==> src/rtl/lg2_pkg.sv <==
// Shared constants for the log2 mantissa approximator: default widths,
// binary-point positions and the per-interval coefficient tables.
// Assumes eight intervals. Tables are listed from interval 0 upward.
package lg2_pkg;

    localparam int X_W_D   = 14;  // operand fraction bits
    localparam int IDX_W_D = 3;   // interval index bits
    localparam int OUT_W_D = 16;  // result fraction bits
    localparam int SQ_W_D  = 16;  // kept bits of the local square
    localparam int L_F_D   = 20;  // fraction bits of start values and of s2
    localparam int J_W_D   = 16;  // signed linear coefficient width
    localparam int J_LSB_D = 18;  // linear coefficient lsb weight 2^-18
    localparam int C_W_D   = 12;  // signed quadratic coefficient width
    localparam int C_LSB_D = 18;  // quadratic coefficient lsb weight 2^-18

    localparam int N_INT_D = 1 << IDX_W_D;
    localparam int L_W_D   = L_F_D + 1;

    // start value of the help function per interval, 1.20 unsigned
    localparam logic [L_W_D-1:0] L_TAB_D [N_INT_D] = '{
        21'd1512775, 21'd1425434, 21'd1350264, 21'd1284664,
        21'd1226755, 21'd1175143, 21'd1128764, 21'd1086793
    };

    // linear coefficient (slope plus quadratic term), lsb 2^-18
    localparam logic signed [J_W_D-1:0] J_TAB_D [N_INT_D] = '{
        -16'sd23557, -16'sd20131, -16'sd17465, -16'sd15342,
        -16'sd13617, -16'sd12193, -16'sd10999, -16'sd9988
    };

    // quadratic coefficient (midpoint fit), lsb 2^-18
    localparam logic signed [C_W_D-1:0] C_TAB_D [N_INT_D] = '{
        -12'sd1722, -12'sd1338, -12'sd1065, -12'sd865,
        -12'sd714,  -12'sd598,  -12'sd507,  -12'sd434
    };

    // right shift that moves a value from one binary point to another
    function automatic int align_shift(input int from_frac, input int to_frac);
        return from_frac - to_frac;
    endfunction

endpackage

==> src/rtl/lg2_square.sv <==
// Dedicated squarer for the interval-local fraction.
// Generates each diagonal partial product once and each cross product once
// (doubled by position), instead of a full array multiplier.
// Keeps the SQ_W most significant bits of the square, truncated.
// Assumes SQ_W <= 2*XW_W.
module lg2_square #(
    parameter int XW_W = 11,
    parameter int SQ_W = 16
) (
    input  logic [XW_W-1:0] xw_i,
    output logic [SQ_W-1:0] sq_o
);
    localparam int FW = 2 * XW_W;

    logic [FW-1:0] acc;

    // sum the folded partial products of xw*xw
    always_comb begin
        acc = '0;
        for (int i = 0; i < XW_W; i++) begin
            if (xw_i[i]) acc = acc + (FW'(1) << (2 * i));
            for (int k = i + 1; k < XW_W; k++) begin
                if (xw_i[i] && xw_i[k]) acc = acc + (FW'(1) << (i + k + 1));
            end
        end
    end

    assign sq_o = acc[FW-1 -: SQ_W];

    // a fraction below one never grows when squared
    always_comb begin

        sq_le_x_chk: assert (acc <= {xw_i, {XW_W{1'b0}}});
    end

endmodule

==> src/rtl/lg2_coef_sel.sv <==
// Coefficient selection: picks the start value, linear and quadratic
// coefficient of the interval addressed by the operand's top bits.
// Built as a one-hot decoded AND-OR mux per table. Tables are synthesis-time.
module lg2_coef_sel #(
    parameter int IDX_W = 3,
    parameter int L_W   = 21,
    parameter int J_W   = 16,
    parameter int C_W   = 12,
    parameter logic        [L_W-1:0] L_TAB [1<<IDX_W] = lg2_pkg::L_TAB_D,
    parameter logic signed [J_W-1:0] J_TAB [1<<IDX_W] = lg2_pkg::J_TAB_D,
    parameter logic signed [C_W-1:0] C_TAB [1<<IDX_W] = lg2_pkg::C_TAB_D
) (
    input  logic [IDX_W-1:0]        idx_i,
    output logic [L_W-1:0]          l_o,
    output logic signed [J_W-1:0]   j_o,
    output logic signed [C_W-1:0]   c_o
);
    localparam int N_INT = 1 << IDX_W;

    logic [N_INT-1:0]           hit;
    logic [L_W-1:0]             l_term [N_INT];
    logic [J_W-1:0]             j_term [N_INT];
    logic [C_W-1:0]             c_term [N_INT];

    // one decoded select line and one gated table row per interval
    for (genvar g = 0; g < N_INT; g++) begin : g_row
        assign hit[g]    = (idx_i == IDX_W'(g));
        assign l_term[g] = hit[g] ? L_TAB[g] : '0;
        assign j_term[g] = hit[g] ? J_TAB[g] : '0;
        assign c_term[g] = hit[g] ? C_TAB[g] : '0;
    end

    // OR the gated rows together
    always_comb begin
        l_o = '0;
        j_o = '0;
        c_o = '0;
        for (int n = 0; n < N_INT; n++) begin
            l_o = l_o | l_term[n];
            j_o = j_o | $signed(j_term[n]);
            c_o = c_o | $signed(c_term[n]);
        end
    end

    // exactly one row selected for any index
    always_comb begin

        one_row_chk: assert ($countones(hit) == 1);
    end

endmodule

==> src/rtl/lg2_interp.sv <==
// Second factor: within one interval evaluates (l + j*u) - c*u^2.
// u is the local fraction and u^2 comes from the squarer. Every product
// is brought to the L_F binary point by an arithmetic right shift
// (truncation toward minus infinity). Assumes the result is positive
// and below 2.0, which the coefficient tables guarantee.
module lg2_interp #(
    parameter int XW_W  = 11,
    parameter int SQ_W  = 16,
    parameter int L_F   = 20,
    parameter int J_W   = 16,
    parameter int J_LSB = 18,
    parameter int C_W   = 12,
    parameter int C_LSB = 18
) (
    input  logic [L_F:0]            l_i,
    input  logic signed [J_W-1:0]   j_i,
    input  logic signed [C_W-1:0]   c_i,
    input  logic [XW_W-1:0]         xw_i,
    input  logic [SQ_W-1:0]         sq_i,
    output logic [L_F:0]            s2_o
);
    localparam int L_W    = L_F + 1;
    localparam int SUM_W  = L_W + 2;
    localparam int JP_W   = J_W + XW_W + 1;
    localparam int CP_W   = C_W + SQ_W + 1;
    localparam int JX_SH  = lg2_pkg::align_shift(J_LSB + XW_W, L_F);
    localparam int CQ_SH  = lg2_pkg::align_shift(C_LSB + SQ_W, L_F);
    localparam logic [L_W-1:0] S2_LO = L_W'((1 << L_F) - (1 << (L_F - 10)));
    localparam logic [L_W-1:0] S2_HI = L_W'(3 << (L_F - 1));

    logic signed [JP_W-1:0]  jx_full;
    logic signed [CP_W-1:0]  cq_full;
    logic signed [SUM_W-1:0] jx_al;
    logic signed [SUM_W-1:0] cq_al;
    logic signed [SUM_W-1:0] sum_lin;
    logic signed [SUM_W-1:0] s2_full;

    // linear branch: coefficient times local fraction, aligned
    always_comb begin
        jx_full = JP_W'(j_i) * $signed({1'b0, xw_i});
        jx_al   = SUM_W'(jx_full >>> JX_SH);
    end

    // quadratic branch: coefficient times local square, aligned
    always_comb begin
        cq_full = CP_W'(c_i) * $signed({1'b0, sq_i});
        cq_al   = SUM_W'(cq_full >>> CQ_SH);
    end

    // fixed order: add the linear term first, then take off the quadratic
    always_comb begin
        sum_lin = $signed({2'b00, l_i}) + jx_al;
        s2_full = sum_lin - cq_al;
    end

    assign s2_o = s2_full[L_W-1:0];

    // the help function stays between 1 and 1/ln2 on the whole range
    always_comb begin

        s2_range_chk: assert (s2_full[SUM_W-1:L_W] == '0 && s2_o >= S2_LO && s2_o <= S2_HI);
    end

endmodule

==> src/rtl/lg2_mant_approx.sv <==
// Log2 mantissa approximator. Operand in_x is the fraction of a
// mantissa in [1,2). The result is the fraction of its base-2 logarithm,
// computed as s1*s2. s1 is the operand itself (parabolic coefficient 0).
// s2 is an interval-indexed second-degree curve. PIPE selects zero or
// one register stage ahead of the final multiplier. Synchronous
// active-low reset clears the valid stage only.
module lg2_mant_approx #(
    parameter int X_W   = lg2_pkg::X_W_D,
    parameter int IDX_W = lg2_pkg::IDX_W_D,
    parameter int OUT_W = lg2_pkg::OUT_W_D,
    parameter int SQ_W  = lg2_pkg::SQ_W_D,
    parameter int L_F   = lg2_pkg::L_F_D,
    parameter int J_W   = lg2_pkg::J_W_D,
    parameter int J_LSB = lg2_pkg::J_LSB_D,
    parameter int C_W   = lg2_pkg::C_W_D,
    parameter int C_LSB = lg2_pkg::C_LSB_D,
    parameter int PIPE  = 1,
    parameter logic        [L_F:0]   L_TAB [1<<IDX_W] = lg2_pkg::L_TAB_D,
    parameter logic signed [J_W-1:0] J_TAB [1<<IDX_W] = lg2_pkg::J_TAB_D,
    parameter logic signed [C_W-1:0] C_TAB [1<<IDX_W] = lg2_pkg::C_TAB_D
) (
    input  logic              clk,
    input  logic              rst_n,
    input  logic              in_valid,
    input  logic [X_W-1:0]    in_x,
    output logic              out_valid,
    output logic [OUT_W-1:0]  out_y
);
    localparam int XW_W = X_W - IDX_W;
    localparam int L_W  = L_F + 1;
    localparam int P_W  = X_W + L_W;
    localparam int P_SH = lg2_pkg::align_shift(X_W + L_F, OUT_W);

    logic [IDX_W-1:0]        idx;
    logic [XW_W-1:0]         xw;
    logic [SQ_W-1:0]         sq;
    logic [L_W-1:0]          l_sel;
    logic signed [J_W-1:0]   j_sel;
    logic signed [C_W-1:0]   c_sel;
    logic [L_W-1:0]          s2;
    logic [X_W-1:0]          s1;
    logic [X_W-1:0]          s1_m;
    logic [L_W-1:0]          s2_m;
    logic [P_W-1:0]          prod;

    // split the operand into interval index and local fraction
    assign idx = in_x[X_W-1 -: IDX_W];
    assign xw  = in_x[XW_W-1:0];

    // first factor: parabolic term with zero coefficient reduces to x
    assign s1 = in_x;

    lg2_square #(
        .XW_W (XW_W),
        .SQ_W (SQ_W)
    ) u_square (
        .xw_i (xw),
        .sq_o (sq)
    );

    lg2_coef_sel #(
        .IDX_W (IDX_W),
        .L_W   (L_W),
        .J_W   (J_W),
        .C_W   (C_W),
        .L_TAB (L_TAB),
        .J_TAB (J_TAB),
        .C_TAB (C_TAB)
    ) u_coef (
        .idx_i (idx),
        .l_o   (l_sel),
        .j_o   (j_sel),
        .c_o   (c_sel)
    );

    lg2_interp #(
        .XW_W  (XW_W),
        .SQ_W  (SQ_W),
        .L_F   (L_F),
        .J_W   (J_W),
        .J_LSB (J_LSB),
        .C_W   (C_W),
        .C_LSB (C_LSB)
    ) u_interp (
        .l_i  (l_sel),
        .j_i  (j_sel),
        .c_i  (c_sel),
        .xw_i (xw),
        .sq_i (sq),
        .s2_o (s2)
    );

    if (PIPE != 0) begin : g_reg
        logic              v_q;
        logic [X_W-1:0]    s1_q;
        logic [L_W-1:0]    s2_q;

        // valid stage, cleared by reset
        always_ff @(posedge clk) begin
            if (!rst_n) v_q <= 1'b0;
            else        v_q <= in_valid;
        end

        // factor stage, loaded only for accepted operands
        always_ff @(posedge clk) begin
            if (in_valid) begin
                s1_q <= s1;
                s2_q <= s2;
            end
        end

        assign s1_m      = s1_q;
        assign s2_m      = s2_q;
        assign out_valid = v_q;


        vld_rise_chk: assert property (@(posedge clk) disable iff (!rst_n)
            in_valid |=> out_valid);

        vld_fall_chk: assert property (@(posedge clk) disable iff (!rst_n)
            !in_valid |=> !out_valid);

        idle_hold_chk: assert property (@(posedge clk) disable iff (!rst_n)
            !in_valid |=> $stable(out_y));

        zero_in_chk: assert property (@(posedge clk) disable iff (!rst_n)
            (in_valid && in_x == '0) |=> out_y == '0);
    end else begin : g_comb
        assign s1_m      = s1;
        assign s2_m      = s2;
        assign out_valid = in_valid;


        zero_in_chk: assert property (@(posedge clk) disable iff (!rst_n)
            (in_valid && in_x == '0) |-> out_y == '0);
    end

    // final multiplier and truncation to the output fraction
    assign prod  = P_W'(s1_m) * P_W'(s2_m);
    assign out_y = prod[P_SH +: OUT_W];


    int_bit_chk: assert property (@(posedge clk) disable iff (!rst_n)
        out_valid |-> prod[P_W-1:P_SH+OUT_W] == '0);

endmodule

==> config.mk <==
export PLATFORM = sky130hd
export DESIGN_NAME = lg2_mant_approx
export DESIGN_NICKNAME = d
export VERILOG_FILES = /design/src/rtl/lg2_pkg.sv /design/src/rtl/lg2_square.sv /design/src/rtl/lg2_coef_sel.sv /design/src/rtl/lg2_interp.sv /design/src/rtl/lg2_mant_approx.sv
export SDC_FILE = /design/constraint.sdc
export NUM_CORES = 2
export LEC_CHECK = 0
export BUFFER_PORTS_ARGS = -buffer_cell sky130_fd_sc_hd__buf_2
export CORE_ASPECT_RATIO = 1.1
export CORE_UTILIZATION = 45
export CTS_BUF_LIST = sky130_fd_sc_hd__clkbuf_2
export CTS_CLUSTER_DIAMETER = 120
export DETAILED_ROUTE_END_ITERATION = 12
export GPL_ROUTABILITY_DRIVEN = 0
export PLACE_DENSITY_LB_ADDON = 0.1
export SYNTH_ARGS = -nofsm -noshare
export SYNTH_HDL_FRONTEND = slang
export SYNTH_SLANG_ARGS = --single-unit
export TNS_END_PERCENT = 100
==> constraint.sdc <==
create_clock -name clk -period 95.8 [get_ports clk]
set_input_delay 0 -clock clk [delete_from_list [all_inputs] [get_ports clk]]
set_output_delay 0 -clock clk [all_outputs]
set_load 0.01 [all_outputs]
==> results.md <==
- Setup CP Type: in -> reg
- Die W: 271 um
- CTS resizes: 0
- Final Hold Viols: 0
- DRC violations left: 0
- DP HPWL: 76900 um
- GRT Util Overall: 24.6%
- Max-Cap Viols: 0
- Outcome: complete, no violations
- CP required: 95.93 ns
- First-pass detailed-route iteration total: 7
- Number of DRC markers in iteration 0: 1590
- Synth unique cells: 136
- IO Count: 34
- Max Fclk: 0.0266 GHz
- Avg Inst Size Synth: 8.08 um^2
- Initial antenna violation count: 2
- Top FF cell, synth: edfxtp_1
- Startpoint Class: input port
- Layout area overhead: 3.17%
- Critical-path maximum fanout: 57
- CP endpoint kind: flop
- # rows: 108
- Initial core utilization: 45.4%
- Post-synth EDFFs: 35
- Final setup margin: 58.16 ns
- CP arrival: 37.78 ns
- Post-DR wirelength/cell: 18.3 um
- Cts hold-fix bufs: 3
- Final instance area: 37000 um^2
- Synth async-reset ratio: 0%
- Port Buffers: 33
- CTS Buf Count: 5
- Number of clock sinks: 36
- Vias in the first global route: 30500
- Post-Place Cells: 5361
- NumNets Final: 5194
- Overflow after GRT: 0
- Period utilisation layout: 39.3%
- Slew Limit Fails: 0
- Post-CTS setup buffer count: 0
- Clock tree buffer depth: 2
- Hold path depth: 1
- Slew @ Worst Pin: 1.07 ns
- RSZ-0062 raised after global routing: no
- Cell Area, Placed: 36900 um^2
- Share of post-route cells with drive strength above 1: 6.03%
- Remaining antenna violation count: 0
- Setup tns final: 0 ns
- Setup-failing EPs final: 0
- Grt met2 use: 43.0%
- Worst-path clk slew: 0.23 ns
- Routed WL: 98100 um
- Die Ht: 298 um
- First-pass GRT wire length: 163000 um
- Core footprint: 78900 um^2
- Grt peak-use layer: met2
- #FFs+latches synth: 36
- DR vias: 29700
- M1 GR Usage: 34.1%
- Pin count of the biggest net entering global routing: 60
- Rel. slew slack: 28.4%
- Cell repeated most along the worst path: ha_1
- Root Buffer: clkbuf_2
- Die area: 80800 um^2
- Mapped Area: 35900 um^2
- Post-synthesis sequential area ratio: 2.99%
- Critical-path top delay cell: clkinv_1
- Vias per inst: 5.54
- Max stage delay on crit path: 0.65 ns
- Grt met3 use: 1.47%
- Min Tclk post-route: 37.64 ns
- Hold crit path type: in -> reg
- Final std cells w/o fill: 5373
- CTS tree: done
- Post-Synthesis Cells: 4437
- Worst slack, placed: 57.91 ns
- H-tree levels: 2
- Yosys warns: 0
Yosys cell counts, drive strengths merged, types with 35 or more instances:
cell type  number  area, um^2
nor4           48         334
nor2b          35         219
inv           663        2490
and2          205        1290
or2            39         244
o21ai         104         547
fa            541       10800
and3           64         400
xor2           87         878
edfxtp         35        1050
nand4          63         424
nor3          137         706
o21a           54         405
a21oi         136         714
clkbuf        168         632
nor2          272        1030
xnor2         161        1580
nand3         105         536
buf            42         225
ha            310        3880
o211ai         38         295
mux2i          38         400
nand2         645        2420
kinds of logic after synthesis:
kind of cell,synth area share (%)
adders and majority gates,41.1
muxes,1.81
xor gates and xnor gates,8.56
buffers and inverters,9.43
other,0.0105
AOI/OAI and AO/OA,12.9
DFF,2.99
and+or+nand+nor,23.2
layer usage:
layer,vias to the layer above,part of all wire [%]
met3,84,3.3
met1,14700,47
met4,0,1.3
met5,-,0
li1,14400,-
met2,524,49
final timing paths:
kind,end,slack [ns],from
max,g_reg.s2_q[20],58.16,in_x[4]
min,g_reg.s1_q[13],0.09,in_x[13]
sequential cells by signal, indices dropped and copies added, names as in the netlist:
register,count
g_reg.s2_q,21
g_reg.s1_q,14
out_valid,1
worst max-delay path, delay by kind of cell:
family,cells,cell delay [ns]
xor+xnor,33,9.15
fa+ha+maj,30,9.10
simple gates,45,8.42
compound gates,36,7.99
buf+inv,16,2.67
mux,1,0.31
stage by stage:
| stage | util (%) | hold slack, ns |
|---|---|---|
| 4_1_cts | 46.9 | 0.0490 |
| 3_3_place_gp | 46.8 | 0.206 |
| 2_1_floorplan | - | 0.0989 |
| 6_report | 46.9 | 0.0869 |
| 5_1_grt | 46.9 | 0.0518 |
| 3_5_place_dp | 46.8 | 0.213 |
final cells by class:
type | instances | area (um^2)
Tap cell | 1045 | 1310
Timing Repair Buffer | 91 | 608
Multi-Input combinational cell | 3520 | 31400
Sequential cell | 36 | 1070
Clock buffer | 5 | 25.0
Inverter | 672 | 2520
Fill cell | 8020 | 41900
Antenna cell | 1 | 2.50
Clock inverter | 3 | 42.5
layout by cell type (no fill, tap or decap), types with 36 or more instances in the layout:
cell type  count
inv_1        658
nand2_1      644
fa_1         541
ha_1         310
nor2_1       270
and2_1       202
xnor2_1      145
nor3_1       133
a21oi_1      131
nand3_1      103
o21ai_0       80
xor2_1        76
and3_1        64
nand4_1       61
buf_4         55
o21a_1        54
nor4_1        44
o211ai_1      36
Power is not shown: default switching activity piles up to over one toggle a cycle in this logic, so the estimate is an artifact.
